<file path="src/rtl/adc_list_dma_pkg.sv">
package adc_list_dma_pkg;

   typedef enum logic [3:0] {
      ST_IDLE,
      ST_RD_CUR,
      ST_RD_NXT,
      ST_CHECK,
      ST_WAIT,
      ST_CONV,
      ST_WR_HI,
      ST_WR_LO,
      ST_END
   } dma_st_t;

endpackage

</file>
<file path="src/rtl/adc_list_dma_ptr.sv">
module adc_list_dma_ptr #(
   parameter int ADDR_W = 24,
   parameter int LANE_W = 8,
   parameter int STEP   = 2,
   localparam int LANES = ADDR_W / LANE_W,
   localparam int SEL_W = (LANES > 1) ? $clog2(LANES) : 1
) (
   input  logic              clk,
   input  logic              rst_n,
   input  logic              ld_wr,
   input  logic [SEL_W-1:0]  ld_sel,
   input  logic [LANE_W-1:0] ld_byte,
   input  logic              ld_allow,
   input  logic              adv,
   output logic [ADDR_W-1:0] ptr
);

   if (ADDR_W % LANE_W != 0) begin : g_bad_lanes
      $error("ADDR_W must be a whole number of lanes");
   end

   logic [ADDR_W-1:0] stepped;
   logic [ADDR_W-1:0] ptr_d;

   assign stepped = adv ? ptr + ADDR_W'(STEP) : ptr;

   for (genvar g = 0; g < LANES; g++) begin : g_lane
      assign ptr_d[g*LANE_W +: LANE_W] =
         (ld_wr && ld_allow && ld_sel == SEL_W'(g)) ? ld_byte
                                                     : stepped[g*LANE_W +: LANE_W];
   end

   always_ff @(posedge clk or negedge rst_n) begin
      if (!rst_n) ptr <= '0;
      else        ptr <= ptr_d;
   end

   // with loads locked out and no slot finished, the pointer holds
   a_r2_ptr_hold: assert property (@(posedge clk) disable iff (!rst_n)
      (!ld_allow && !adv) |=> $stable(ptr));

endmodule

</file>
<file path="src/rtl/adc_list_dma_trig.sv">
module adc_list_dma_trig #(
   parameter int SRC_N = 3,
   parameter bit HOLD  = 1'b1
) (
   input  logic             clk,
   input  logic             rst_n,
   input  logic [SRC_N-1:0] src,
   input  logic             arm,
   input  logic             take,
   output logic             pend
);

   if (SRC_N < 1) begin : g_bad_src
      $error("SRC_N must be at least 1");
   end

   if (HOLD) begin : g_hold
      logic pend_q;
      always_ff @(posedge clk or negedge rst_n) begin
         if (!rst_n)    pend_q <= 1'b0;
         else if (!arm) pend_q <= 1'b0;
         else           pend_q <= (pend_q && !take) || (|src);
      end
      assign pend = pend_q;

      // a disarmed engine discards every trigger
      a_r4_disarm_clear: assert property (@(posedge clk) disable iff (!rst_n)
         !arm |=> !pend);
   end else begin : g_pass
      assign pend = arm && (|src);
   end

endmodule

</file>
<file path="src/rtl/adc_list_dma_fsm.sv">
module adc_list_dma_fsm
   import adc_list_dma_pkg::*;
#(
   parameter int ADDR_W = 24,
   parameter int DATA_W = 8,
   parameter int ID_W   = 4,
   parameter int RES_W  = 12
) (
   input  logic              clk,
   input  logic              rst_n,
   input  logic              en,
   input  logic              adc_pwr,
   input  logic [ADDR_W-1:0] ptr,
   input  logic [ID_W-1:0]   rd_id,
   input  logic              pend,
   input  logic              conv_done,
   input  logic [RES_W-1:0]  conv_result,
   input  logic              irq_clr,
   output logic              adv,
   output logic              take,
   output logic              arm,
   output logic              conv_req,
   output logic [ID_W-1:0]   conv_chan,
   output logic              eng_rd,
   output logic              eng_wr,
   output logic [ADDR_W-1:0] eng_addr,
   output logic [DATA_W-1:0] eng_wdata,
   output logic              owns,
   output logic              irq
);

   localparam int          HI_W = RES_W - DATA_W;
   localparam logic [ID_W-1:0] TERM = {ID_W{1'b1}};

   if (HI_W + ID_W != DATA_W) begin : g_bad_pack
      $error("channel nibble and upper result bits must fill one byte");
   end

   dma_st_t           st_q, st_d;
   logic [ID_W-1:0]   cur_id_q;
   logic [RES_W-1:0]  res_q;
   logic              irq_q;
   logic              go, busy, term, fin;

   assign go   = en && adc_pwr;
   assign busy = (st_q != ST_IDLE) && (st_q != ST_END);
   assign term = (cur_id_q == TERM) || (rd_id == TERM);
   assign fin  = go && (st_q == ST_CHECK) && term;

   always_comb begin
      st_d = st_q;
      unique case (st_q)
         ST_IDLE:   if (go) st_d = ST_RD_CUR;
         ST_RD_CUR: st_d = ST_RD_NXT;
         ST_RD_NXT: st_d = ST_CHECK;
         ST_CHECK:  st_d = term ? ST_END : ST_WAIT;
         ST_WAIT:   if (pend) st_d = ST_CONV;
         ST_CONV:   if (conv_done) st_d = ST_WR_HI;
         ST_WR_HI:  st_d = ST_WR_LO;
         ST_WR_LO:  st_d = ST_RD_CUR;
         ST_END:    if (!en) st_d = ST_IDLE;
         default:   st_d = ST_IDLE;
      endcase
      if (!go && busy) st_d = ST_IDLE;
   end

   always_ff @(posedge clk or negedge rst_n) begin
      if (!rst_n) begin
         st_q     <= ST_IDLE;
         cur_id_q <= '0;
         res_q    <= '0;
         irq_q    <= 1'b0;
      end else begin
         st_q <= st_d;
         if (st_q == ST_RD_NXT) cur_id_q <= rd_id;
         if (st_q == ST_CONV && conv_done) res_q <= conv_result;
         irq_q <= fin || (irq_q && !irq_clr);
      end
   end

   assign arm       = go && busy;
   assign take      = go && (st_q == ST_WAIT) && pend;
   assign conv_req  = go && (st_q == ST_CONV);
   assign conv_chan = cur_id_q;
   assign eng_rd    = go && ((st_q == ST_RD_CUR) || (st_q == ST_RD_NXT));
   assign eng_wr    = go && ((st_q == ST_WR_HI) || (st_q == ST_WR_LO));
   assign adv       = go && (st_q == ST_WR_LO);
   assign owns      = en && (st_q != ST_END);
   assign irq       = irq_q;

   always_comb begin
      unique case (st_q)
         ST_RD_NXT: eng_addr = ptr + ADDR_W'(2);
         ST_WR_LO:  eng_addr = ptr + ADDR_W'(1);
         default:   eng_addr = ptr;
      endcase
      eng_wdata = (st_q == ST_WR_HI) ? {cur_id_q, res_q[RES_W-1 -: HI_W]}
                                     : res_q[DATA_W-1:0];
   end

   // a request is held with a steady channel until the ADC answers
   a_r4_req_hold: assert property (@(posedge clk) disable iff (!rst_n)
      (conv_req && !conv_done) |=> ((conv_req && $stable(conv_chan)) || !(en && adc_pwr)));

   // the terminator code is never sent to the ADC
   a_r6_no_term_req: assert property (@(posedge clk) disable iff (!rst_n)
      conv_req |-> (conv_chan != TERM));

   // the second byte of a result goes to the address after the first
   a_r5_byte_pair: assert property (@(posedge clk) disable iff (!rst_n)
      (eng_wr && $past(eng_wr)) |-> (eng_addr == $past(eng_addr) + ADDR_W'(1)));

   // during a list the pointer moves only by one slot
   a_r3_ptr_step: assert property (@(posedge clk) disable iff (!rst_n)
      ($past(arm) && (ptr != $past(ptr))) |-> (ptr == $past(ptr) + ADDR_W'(2)));

   // the flag stays set until cleared
   a_r7_irq_sticky: assert property (@(posedge clk) disable iff (!rst_n)
      (irq && !irq_clr) |=> irq);

endmodule

</file>
<file path="src/rtl/adc_list_dma.sv">
module adc_list_dma
   import adc_list_dma_pkg::*;
#(
   parameter int ADDR_W    = 24,
   parameter int DATA_W    = 8,
   parameter int ID_W      = 4,
   parameter int RES_W     = 12,
   parameter bit TRIG_HOLD = 1'b1,
   localparam int LANES    = ADDR_W / DATA_W,
   localparam int SEL_W    = (LANES > 1) ? $clog2(LANES) : 1
) (
   input  logic              clk,
   input  logic              rst_n,
   input  logic              ptr_wr,
   input  logic [SEL_W-1:0]  ptr_sel,
   input  logic [DATA_W-1:0] ptr_byte,
   input  logic              dma_en,
   input  logic              adc_pwr,
   input  logic              irq_clr,
   input  logic              trig_sw,
   input  logic              trig_tmr,
   input  logic              trig_ext,
   output logic              conv_req,
   output logic [ID_W-1:0]   conv_chan,
   input  logic              conv_done,
   input  logic [RES_W-1:0]  conv_result,
   input  logic [ADDR_W-1:0] core_addr,
   input  logic              core_rd,
   input  logic              core_wr,
   input  logic [DATA_W-1:0] core_wdata,
   output logic [DATA_W-1:0] core_rdata,
   output logic [ADDR_W-1:0] mem_addr,
   output logic              mem_rd,
   output logic              mem_wr,
   output logic [DATA_W-1:0] mem_wdata,
   input  logic [DATA_W-1:0] mem_rdata,
   output logic              irq
);

   localparam int SRC_N = 3;

   if (ID_W >= DATA_W) begin : g_bad_id
      $error("channel field must be narrower than a byte");
   end

   logic [ADDR_W-1:0] ptr, eng_addr;
   logic [DATA_W-1:0] eng_wdata;
   logic              adv, take, arm, pend, eng_rd, eng_wr, owns, rd_ok_q;

   adc_list_dma_ptr #(.ADDR_W(ADDR_W), .LANE_W(DATA_W), .STEP(2)) ptr_i (
      .clk(clk), .rst_n(rst_n), .ld_wr(ptr_wr), .ld_sel(ptr_sel),
      .ld_byte(ptr_byte), .ld_allow(!adc_pwr), .adv(adv), .ptr(ptr));

   adc_list_dma_trig #(.SRC_N(SRC_N), .HOLD(TRIG_HOLD)) trig_i (
      .clk(clk), .rst_n(rst_n), .src({trig_ext, trig_tmr, trig_sw}),
      .arm(arm), .take(take), .pend(pend));

   adc_list_dma_fsm #(.ADDR_W(ADDR_W), .DATA_W(DATA_W), .ID_W(ID_W), .RES_W(RES_W)) fsm_i (
      .clk(clk), .rst_n(rst_n), .en(dma_en), .adc_pwr(adc_pwr), .ptr(ptr),
      .rd_id(mem_rdata[DATA_W-1 -: ID_W]), .pend(pend), .conv_done(conv_done),
      .conv_result(conv_result), .irq_clr(irq_clr), .adv(adv), .take(take),
      .arm(arm), .conv_req(conv_req), .conv_chan(conv_chan), .eng_rd(eng_rd),
      .eng_wr(eng_wr), .eng_addr(eng_addr), .eng_wdata(eng_wdata),
      .owns(owns), .irq(irq));

   assign mem_addr  = owns ? eng_addr  : core_addr;
   assign mem_rd    = owns ? eng_rd    : core_rd;
   assign mem_wr    = owns ? eng_wr    : core_wr;
   assign mem_wdata = owns ? eng_wdata : core_wdata;

   always_ff @(posedge clk or negedge rst_n) begin
      if (!rst_n) rd_ok_q <= 1'b0;
      else        rd_ok_q <= core_rd && !owns;
   end

   assign core_rdata = rd_ok_q ? mem_rdata : '0;

   // a core read issued while the engine holds the bus returns zero
   a_r8_blocked_read: assert property (@(posedge clk) disable iff (!rst_n)
      (core_rd && owns) |=> (core_rdata == '0));

endmodule

</file>
<file path="config.mk">
export PLATFORM = sky130hd
export DESIGN_NAME = adc_list_dma
export DESIGN_NICKNAME = d
export VERILOG_FILES = /design/src/rtl/adc_list_dma_pkg.sv /design/src/rtl/adc_list_dma_ptr.sv /design/src/rtl/adc_list_dma_trig.sv /design/src/rtl/adc_list_dma_fsm.sv /design/src/rtl/adc_list_dma.sv
export SDC_FILE = /design/constraint.sdc
export NUM_CORES = 1
export LEC_CHECK = 0
export BUFFER_PORTS_ARGS = -buffer_cell sky130_fd_sc_hd__buf_2
export CAP_MARGIN = 20
export CORE_MARGIN = 3
export CORE_UTILIZATION = 35
export DETAILED_ROUTE_END_ITERATION = 8
export GPL_TIMING_DRIVEN = 1
export HOLD_SLACK_MARGIN = 0.12
export SYNTH_ARGS = -nofsm -noshare
export SYNTH_HDL_FRONTEND = slang
export SYNTH_HIERARCHICAL = 1
export SYNTH_SLANG_ARGS = --single-unit
</file>
<file path="constraint.sdc">
create_clock -name clk -period 3.4 [get_ports clk]
set_input_delay 0.68 -clock clk [delete_from_list [all_inputs] [get_ports clk]]
set_output_delay 0.68 -clock clk [all_outputs]
set_load 0.02 [all_outputs]
</file>
Yosys cells after proc, flatten, opt, wreduce, memory -nomap -nowiden
Index checks and enable logic that the tools add are counted.
{"block": "classes", "n_mux": 19, "addsub": 2, "eq_ne": 17, "n_reduce_logical": 39}
{"cell": "$mux 24", "count": 2}
{"cell": "$mux 8", "count": 6}
{"cell": "$pmux 24 s2", "count": 1}
{"cell": "$pmux 4 s9", "count": 1}
{"cell": "$add 24x1->24 const B", "count": 1}
{"cell": "$add 24x2->24 const B", "count": 1}
{"cell": "$mux 4", "count": 6}
{"cell": "$logic_and 1x1->1", "count": 21}
{"cell": "$eq 4x3->1 const B", "count": 4}
{"cell": "$eq 4x4->1 const B", "count": 3}
{"cell": "$ne 3x2->1 const B", "count": 3}
{"cell": "$eq 4x2->1 const B", "count": 2}
{"cell": "$reduce_bool 2->1", "count": 3}
{"cell": "$logic_not 1->1", "count": 5}
{"cell": "$logic_or 1x1->1", "count": 5}
{"cell": "$eq 4x1->1 const B", "count": 1}
{"cell": "$logic_not 4->1", "count": 1}
{"cell": "$ne 4x4->1 const B", "count": 1}
{"cell": "$reduce_and 4->1", "count": 1}
{"cell": "$reduce_bool 4->1", "count": 1}
{"cell": "$mux 1", "count": 3}
{"cell": "$ne 3x1->1 const B", "count": 1}
{"cell": "$reduce_or 3->1", "count": 1}
{"cell": "$eq 2x1->1 const B", "count": 1}
{"cell": "other kinds (2)", "count": 2}
{"block": "word_totals", "output_inout_bits": 48, "wordCells": 86, "ff_bits": 47}

Longest topological paths before layout
Gate-level depths: netlist of run 1.
{"block": "depth", "depth_word": 7, "depth_mapped": 8, "mapped_depth_nobuf": 6}

By module
The synthesis of run 1 kept the hierarchy.
{"module": "adc_list_dma_fsm", "cells_each": 190, "area_each_um2": 1664.1, "n_inst": 1}
{"module": "adc_list_dma_ptr", "cells_each": 155, "area_each_um2": 1361.3, "n_inst": 1}
{"module": "adc_list_dma", "cells_each": 49, "area_each_um2": 648.1, "n_inst": 1}
{"module": "adc_list_dma_trig", "cells_each": 3, "area_each_um2": 42.5, "n_inst": 1}

Least setup slack after synthesis of run 1
Ideal clock, no wire load.
{"block": "synth_timing", "kind": "register -> output", "startpoint": "register ptr_i.ptr[1]", "endpoint": "output mem_addr[22]", "t_required_ns": 2.720, "stages_incl_launch_ff": 6, "path_slack_ns": 0.475, "t_arrival_ns": 2.245, "path_cell_list": "dfrtp_1 > or3b_4 > a2111oi_4 > or4b_1 > xnor2_1 > mux2_4"}
{"block": "synth_via", "elab_chain_len": 3}
{"item": "start: declaration", "line_no": "adc_list_dma_ptr.sv:15", "text": "output logic [ADDR_W-1:0] ptr"}
{"item": "start signal: assignment", "line_no": "adc_list_dma_ptr.sv:35", "text": "else ptr <= ptr_d;"}
{"item": "$add 24x1->24 or $add 24x2->24 (tied branches)", "line_no": "adc_list_dma_fsm.sv:94, adc_list_dma_fsm.sv:93"}
{"item": "$pmux 24 s2 *", "line_no": "adc_list_dma_fsm.sv:92", "text": "unique case (st_q)"}
{"item": "via eng_addr[22]", "line_no": "adc_list_dma.sv:46", "text": "logic [ADDR_W-1:0] ptr, eng_addr;"}
{"item": "$mux 24 *", "line_no": "adc_list_dma.sv:66", "text": "assign mem_addr = owns ? eng_addr : core_addr;"}
{"item": "end: declaration", "line_no": "adc_list_dma.sv:32", "text": "output logic [ADDR_W-1:0] mem_addr,"}
The timed path passes the listed nets; every way through them passes the cells marked *.

Final worst setup path of run 1
{"block": "layout_timing", "startpoint": "register fsm_i.st_q[0]", "endpoint": "output mem_addr[22]"}
{"block": "layout_via", "elab_chain_len": 3}
{"item": "start: declaration", "line_no": "adc_list_dma_fsm.sv:39", "text": "dma_st_t st_q, st_d;"}
{"item": "start signal: assignment", "line_no": "adc_list_dma_fsm.sv:74", "text": "st_q <= st_d;"}
{"item": "$eq 4x3->1 or $eq 4x2->1 (tied branches)", "line_no": "adc_list_dma_fsm.sv:92"}
{"item": "$pmux 24 s2 *", "line_no": "adc_list_dma_fsm.sv:92"}
{"item": "via eng_addr[22]", "line_no": "adc_list_dma.sv:46"}
{"item": "$mux 24 *", "line_no": "adc_list_dma.sv:66"}
Marked as above.

==> results of run 1 <==
-- flip-flops by register name, indices dropped and copies added, names as in the netlist --
register,count
fsm_i/irq,1
fsm_i/conv_chan,4
ptr_i/ptr,24
fsm_i/st_q,4
trig_i/pend,1
rd_ok_q,1
fsm_i/res_q,12
-- per-layer routing --
metal / GRT usage / wire length (um) / vias up
met2: 0.295 / 5280 / 88
met1: 0.232 / 4550 / 1666
met4: 0.0370 / 87 / 0
li1: - / - / 1722
met3: 0.0243 / 535 / 8
met5: 0 / 0 / -
-- final timing paths --
check / from / cells after the start / slack [ps] / endpoint
worst max-delay path: fsm_i/st_q[0] / 6 / 0.8 / mem_addr[22]
worst min-delay path: rst_n / 1 / 430 / fsm_i/res_q[11]
worst max register to register: ptr_i/ptr[6] / 4 / 900 / ptr_i/ptr[19]
worst min register to register: fsm_i/res_q[8] / 1 / 510 / fsm_i/res_q[8]
max in group asynchronous: rst_n / 2 / 2240 / ptr_i/ptr[11]
min in group clk: fsm_i/res_q[8] / 1 / 510 / fsm_i/res_q[8]
-- repair_timing --
action	CTS	global route
endpoints found under the setup margin	1	9
setup buffers	0	5
pin swaps	1	3
resized for setup	2	9
-- worst max-delay path: cells and delay by family, from the launching register on --
| kind | cells | cell delay, ps |
|---|---|---|
| AOI/OAI and AO/OA | 1 | 460 |
| xor gates and xnor gates | 1 | 140 |
| buffers and inverters | 1 | 130 |
| DFF | 1 | 460 |
| muxes | 1 | 260 |
| and+or+nand+nor | 2 | 970 |
-- layout make-up --
cell class	count	share of cell area
clock buffer	7	0.0206
clock inverter	1	0.00161
inverter	12	0.00965
multi-input combinational	322	0.516
sequential	47	0.253
tap	133	0.0356
timing repair buffer	141	0.163
-- synth_stat cells, types with 3 or more instances --
library cell / n
or3_1: 4
o31ai_1: 5
xnor2_1: 23
and3_1: 3
nand2b_1: 4
a31oi_1: 11
and4_1: 5
or4_1: 5
mux2_4: 29
o21ai_0: 14
xor2_1: 10
and2_1: 9
nor4_1: 8
nand4b_1: 3
nor2b_1: 4
a211oi_1: 4
buf_12: 3
ha_1: 3
nor3_1: 13
dfrtp_1: 47
nand3_1: 15
a21oi_1: 9
nor2_1: 32
clkbuf_1: 9
nand4_1: 14
o211ai_1: 3
inv_1: 12
nand2_1: 43
mux2_2: 26
-- per-stage QoR --
stage | util | hold slack, ps | setup slack [ps] | power, mW | instance area [sq um]
final | 0.465 | 435 | 0.842 | 1.77 | 4670
after detailed placement | 0.447 | 493 | 296 | 1.38 | 4490
after floorplan | - | 384 | 475 | 1.17 | 3720
after global routing | 0.465 | 476 | -68.9 | 1.89 | 4670
after CTS | 0.458 | 456 | 0.268 | 1.77 | 4600
after global placement | 0.447 | 484 | 321 | 1.37 | 4490
-- kinds of logic (layout without fill, tap and decap cells) --
logic type | Yosys count | count (layout) | synth area share
AOI/OAI and AO/OA | 56 | 56 | 0.103
xor gates and xnor gates | 33 | 33 | 0.0778
adders and majority gates | 3 | 3 | 0.0101
buffers and inverters | 28 | 161 | 0.0441
DFF | 47 | 47 | 0.316
muxes | 57 | 57 | 0.201
and+or+nand+nor | 173 | 173 | 0.247
-- power groups by stage --
| stage | Sequential, mW | Combinational (mW) | Clock (mW) |
|---|---|---|---|
| floorplan | 0.769 | 0.396 | 0 |
| global placement | 0.782 | 0.591 | 0 |
| detailed placement | 0.786 | 0.599 | 0 |
| CTS | 0.775 | 0.604 | 0.392 |
| global route | 0.800 | 0.665 | 0.419 |
| finish | 0.779 | 0.609 | 0.383 |
==> results.tsv, run 1 <==
stage	metric	value	unit
cts	clkLatencyLatePin	300	ps
worst_setup_path	cp-start-kind	flip-flop	
synth	yosys.area.top_type_share	0.316	
synth	avgSynthCellArea	9.36	sq um
global_routing	overflow	0	
cts	cts-htree-levels	2	
synth	synth_edf_count	0	
final_layout	nets	606	
final_layout	nFillCells	998	
synth	syn_nets	474	
sta	setup_viol	0	
sta	max_freq	294	MHz
power	power_switching	0.657	mW
power	cellLeakagePower	2.14	nW
worst_setup_path	max_stage_delay	530	ps
synth	synthTopCellsByArea	dfrtp_1 32%, mux2_4 12%, mux2_2 7.9%	
final_layout	final_common_cell	buf_2	
synth	async_reset_ff_frac	1.00	
power	p_int	1.11	mW
status	status	complete, no violations	
global_routing	grt_pass1_vias	3329	
global_routing	grt_usage	0.173	
cts	cts.sinks	47	
synth	syn_area	3720	sq um
sta	finClkSkew	12.1	ps
detailed_routing	drt-initial-drc-count	155	
worst_setup_path	cp-end-kind	output port	
synth	synth-main-ff-cell	dfrtp_1	
cts	clk_pin_slew	90	ps
final_layout	drive_gt1_frac	0.417	
job	drv_cap	0	
worst_setup_path	cp_max_fo	8	
synth	post-synth-top-area-cell	dfrtp_1	
synth	synth_cells	397	
final_layout	final_cell_mix	120 x buf_2, 43 x nand2_1, 43 x dfrtp_1	
detailed_routing	ant_nets	0	
floorplanning	rows	36	
floorplanning	io_pins	122	
cts	clk_path_buf_depth	2	
final_layout	diodes	0	
final_layout	multi_input_area	2410	sq um
floorplanning	dieHeight	109	um
sta	max_slew_margin	0.510	
final_layout	area_delta_synth_final	25.7	%
sta	max_slew.worst_pin.slew	731	ps
sta	drv_slew	0	
sta	grt_setup_unrepaired	yes	
power	power_density	379	nW/um^2
power	p_sw_frac	0.371	
worst_setup_path	cp_slowest_cell	or4b_4	
synth	synth.distinct_cells	51	
floorplanning	die_x	109	um
floorplanning	core_area	10000	sq um
power	pwr-share-comb	0.344	
synth	yosys_register_bits	47	
global_routing	grt_max_degree	32	
final_layout	regArea	1180	sq um
synth	synth_warnings	6	
cts	holdBufCountCts	0	
worst_setup_path	crit_chain	or3b_4, a2111oi_4, or4b_4, xnor2_2, mux2_4, buf_6	
floorplanning	dieArea	11900	sq um
place	dp.cells	650	
detailed_routing	drtPass1Iterations	4	
place	dp_hpwl	8060	um
worst_setup_path	worstPathRequired	2720	ps
sta	period_needed	3400	ps
sta	hold_viol	0	
worst_hold_path	hp-class	input port to asynchronous set/reset pin	
power	p_clk_frac	0.216	
sta	tns	0	ps
worst_setup_path	arrival	2720	ps
detailed_routing	num_vias	3484	
detailed_routing	drc	0	
cts	cts_tree	yes	
detailed_routing	via_per_inst	5.25	
final_layout	final_cells	663	
global_routing	antenna_found_initial	0	
synth	ys_seq_area_frac	0.316	
sta	fin_crit_sh	1.00	
place	io_buffers	121	
place	routabilityCongestion	0.826	
floorplanning	initial_core_util	0.370	
cts	root_buffer	clkbuf_8	
cts	cts_buffers	5	
detailed_routing	totalWireLength	10500	um
power	p_seq_frac	0.440	
worst_setup_path	worstSetupPathType	flip-flop to output port	
global_routing	grt_pass1_wl	16500	um
power	ir_drop	0.171	mV
detailed_routing	wire_per_inst	15.8	um
(Power assumes the default switching activity.)
==> inputs of run 2 (changes only) <==
--- a/config.mk
+++ b/config.mk
@@ -7,11 +7,14 @@
 export LEC_CHECK = 0
 export BUFFER_PORTS_ARGS = -buffer_cell sky130_fd_sc_hd__buf_2
 export CAP_MARGIN = 20
+export CELL_PAD_IN_SITES_DETAIL_PLACEMENT = 0
+export CELL_PAD_IN_SITES_GLOBAL_PLACEMENT = 2
 export CORE_MARGIN = 3
-export CORE_UTILIZATION = 35
+export CORE_UTILIZATION = 30
 export DETAILED_ROUTE_END_ITERATION = 8
 export GPL_TIMING_DRIVEN = 1
 export HOLD_SLACK_MARGIN = 0.12
+export PLACE_DENSITY_LB_ADDON = 0.1
 export SYNTH_ARGS = -nofsm -noshare
 export SYNTH_HDL_FRONTEND = slang
 export SYNTH_HIERARCHICAL = 1
==> run 2 against run 1 <==
Sequential share of layout area decreased by 0.47 points. Register-to-register slack got worse by 130 ps. Maximum frequency increased by 4.3%. Utilization decreased by 7.2 points. Clock skew decreased by 0.91 ps. Wire length increased by 6.2%. Non-clock buffer count increased by 1. Count of clock-buffer cells in the layout decreased by 1. Combinational power increased by 6.9%. Design area increased by 1.6%. Hold slack improved by 45 ps. Die area increased by 16%. Critical path type unchanged. Critical endpoint unchanged.
==> results.tsv, run 2 (same netlist as run 1, synthesis figures left out) <==
stage	metric	value	unit	change
worst_setup_path	worstSetupPathType	flip-flop to output port		
detailed_routing	ant_nets	0		unchanged
sta	tns	0	ps	unchanged
floorplanning	core_area	12100	sq um	+20%
cts	cts-htree-levels	2		unchanged
detailed_routing	drt-initial-drc-count	209		+35%
power	pwr-share-comb	0.340		-0.004
final_layout	diodes	0		unchanged
floorplanning	dieArea	13800	sq um	+16%
worst_setup_path	r2r_cells	7		+3
final_layout	final_common_cell	buf_2		
worst_setup_path	cp_max_fo	5		-3
global_routing	antenna_found_initial	0		unchanged
worst_setup_path	cp-end-kind	output port		
final_layout	reg_top3	ptr_i/ptr x24, fsm_i/res_q x12		
global_routing	overflow	0		unchanged
sta	max_slew_margin	0.445		-0.0655
status	status	complete, no violations		
job	drv_cap	0		unchanged
worst_setup_path	arrival	2580	ps	-140 ps
floorplanning	io_pins	122		unchanged
power	p_clk_frac	0.261		+0.045
worst_hold_path	hp-class	input port to asynchronous set/reset pin		
floorplanning	rows	40		+11%
detailed_routing	via_per_inst	4.90		-6.8%
power	ir_drop	0.242	mV	+41%
sta	grt_setup_unrepaired	no		
cts	holdBufCountCts	0		unchanged
power	cellLeakagePower	2.17	nW	+1.0%
sta	drv_slew	0		unchanged
power	power_density	404	nW/um^2	+6.6%
power	p_sw_frac	0.360		-0.0109
cts	clkLatencyLatePin	290	ps	about the same
cts	clk_pin_slew	70	ps	-20 ps
global_routing	grt_usage	0.160		-0.0129
floorplanning	die_x	117	um	+7.6%
cts	cts_tree	yes		
global_routing	grt_pass1_wl	17100	um	+3.8%
final_layout	final_cell_mix	121 x buf_2, 46 x dfrtp_1, 43 x nand2_1		
global_routing	grt_pass1_vias	3205		-3.7%
worst_setup_path	rr_startpoint	fsm_i/st_q[3]		
floorplanning	initial_core_util	0.308		-0.0619
cts	cts.sinks	47		unchanged
worst_setup_path	cp-start-kind	flip-flop		
final_layout	nFillCells	1274		+28%
power	p_int	1.23	mW	+10%
sta	hold_viol	0		unchanged
detailed_routing	drc	0		unchanged
cts	clk_path_buf_depth	2		unchanged
power	power_switching	0.691	mW	+5.1%
final_layout	nets	607		+0.17%
global_routing	grt_max_degree	36		+13%
place	place_ws	244	ps	-51.7 ps
sta	period_needed	3260	ps	-142 ps
sta	holdWs	480	ps	+45.3 ps
floorplanning	dieHeight	117	um	+7.6%
final_layout	area_delta_synth_final	27.6	%	
place	io_buffers	121		unchanged
power	power	1.92	mW	+8.3%
worst_setup_path	worstPathRequired	2720	ps	about the same
final_layout	regMostFlops	ptr_i/ptr		
sta	max_slew.worst_pin.slew	833	ps	+102 ps
worst_setup_path	r2r-end	ptr_i/ptr[16]		
sta	finClkSkew	11.2	ps	-0.906 ps
final_layout	drive_gt1_frac	0.408		-0.00943
detailed_routing	totalWireLength	11100	um	+6.2%
place	dp_hpwl	8710	um	+8.0%
sta	finalWorstSetupSlack	142	ps	+142 ps
power	p_seq_frac	0.400		-0.040
final_layout	largest_reg_flops	24		unchanged
detailed_routing	drtPass1Iterations	5		+1
detailed_routing	num_vias	3418		-1.9%
sta	max_freq	307	MHz	+4.3%
detailed_routing	wire_per_inst	15.9	um	+0.84%
place	routabilityCongestion	0.787		-4.8%
sta	fin_crit_sh	0.958		-0.0416
worst_setup_path	reg2reg_slack	770	ps	-130 ps
cts	root_buffer	clkbuf_16		
cts	cts_buffers	5		unchanged
worst_setup_path	cp-startpoint	ptr_i/ptr[1]		
sta	setup_viol	0		unchanged
-- run 2: worst max path at each step --
stage	end	slack, ps	depth (start not counted)
floorplan	mem_addr[22]	480	5
detailed placement	mem_addr[22]	240	6
CTS	mem_addr[22]	30	7
global placement	mem_addr[22]	260	6
finish	mem_addr[22]	140	6
global route	mem_addr[22]	30	7
-- run 2: power by group through the flow --
stage               clock network [mW]  logic (mW)  registers [mW]
CTS                              0.516       0.650           0.767
global route                     0.542       0.723           0.782
floorplan                            0       0.396           0.769
finish                           0.500       0.651           0.766
detailed placement                   0       0.648           0.777
global placement                     0       0.644           0.774
-- run 2: final cells by class --
cell class | instances | area [sq um] | area share
Multi-Input combinational cell | 322 | 2400 | 0.507
Sequential cell | 47 | 1180 | 0.248
Timing Repair Buffer | 142 | 763 | 0.161
Tap cell | 168 | 210 | 0.0443
Clock buffer | 6 | 139 | 0.0293
Inverter | 12 | 45.0 | 0.00950
Clock inverter | 1 | 5.00 | 0.00106
-- run 2: routing by layer --
metal | part of all wire | global-route usage | up-vias
met5 | 0 | 0 | -
met4 | 0.0041 | 0.0275 | 0
met3 | 0.051 | 0.0226 | 2
met2 | 0.45 | 0.253 | 88
met1 | 0.50 | 0.234 | 1603
li1 | - | - | 1725
-- run 2: repair_timing --
| item | CTS | global route |
|---|---|---|
| pin swaps | 1 | 2 |
| setup endpoints to repair | 1 | 4 |
| resized for setup | 1 | 3 |
| buffers inserted | 1 | 3 |
-- run 2: per-stage QoR --
stage          instance area (sq um)  std cells   util
6_report                        4740        698  0.393
3_5_place_dp                    4550        687  0.377
4_1_cts                         4700        695  0.390
3_3_place_gp                    4550        687  0.377
2_1_floorplan                   3720        397      -
5_1_grt                         4740        698  0.393
-- run 2: critical path, cell delays in order, from the launching register on --
cell	delay [ps]
dfrtp_2	410
or3b_4	420
a2111oi_4	410
or4b_1	490
xnor2_1	140
mux2_4	260
buf_2	160
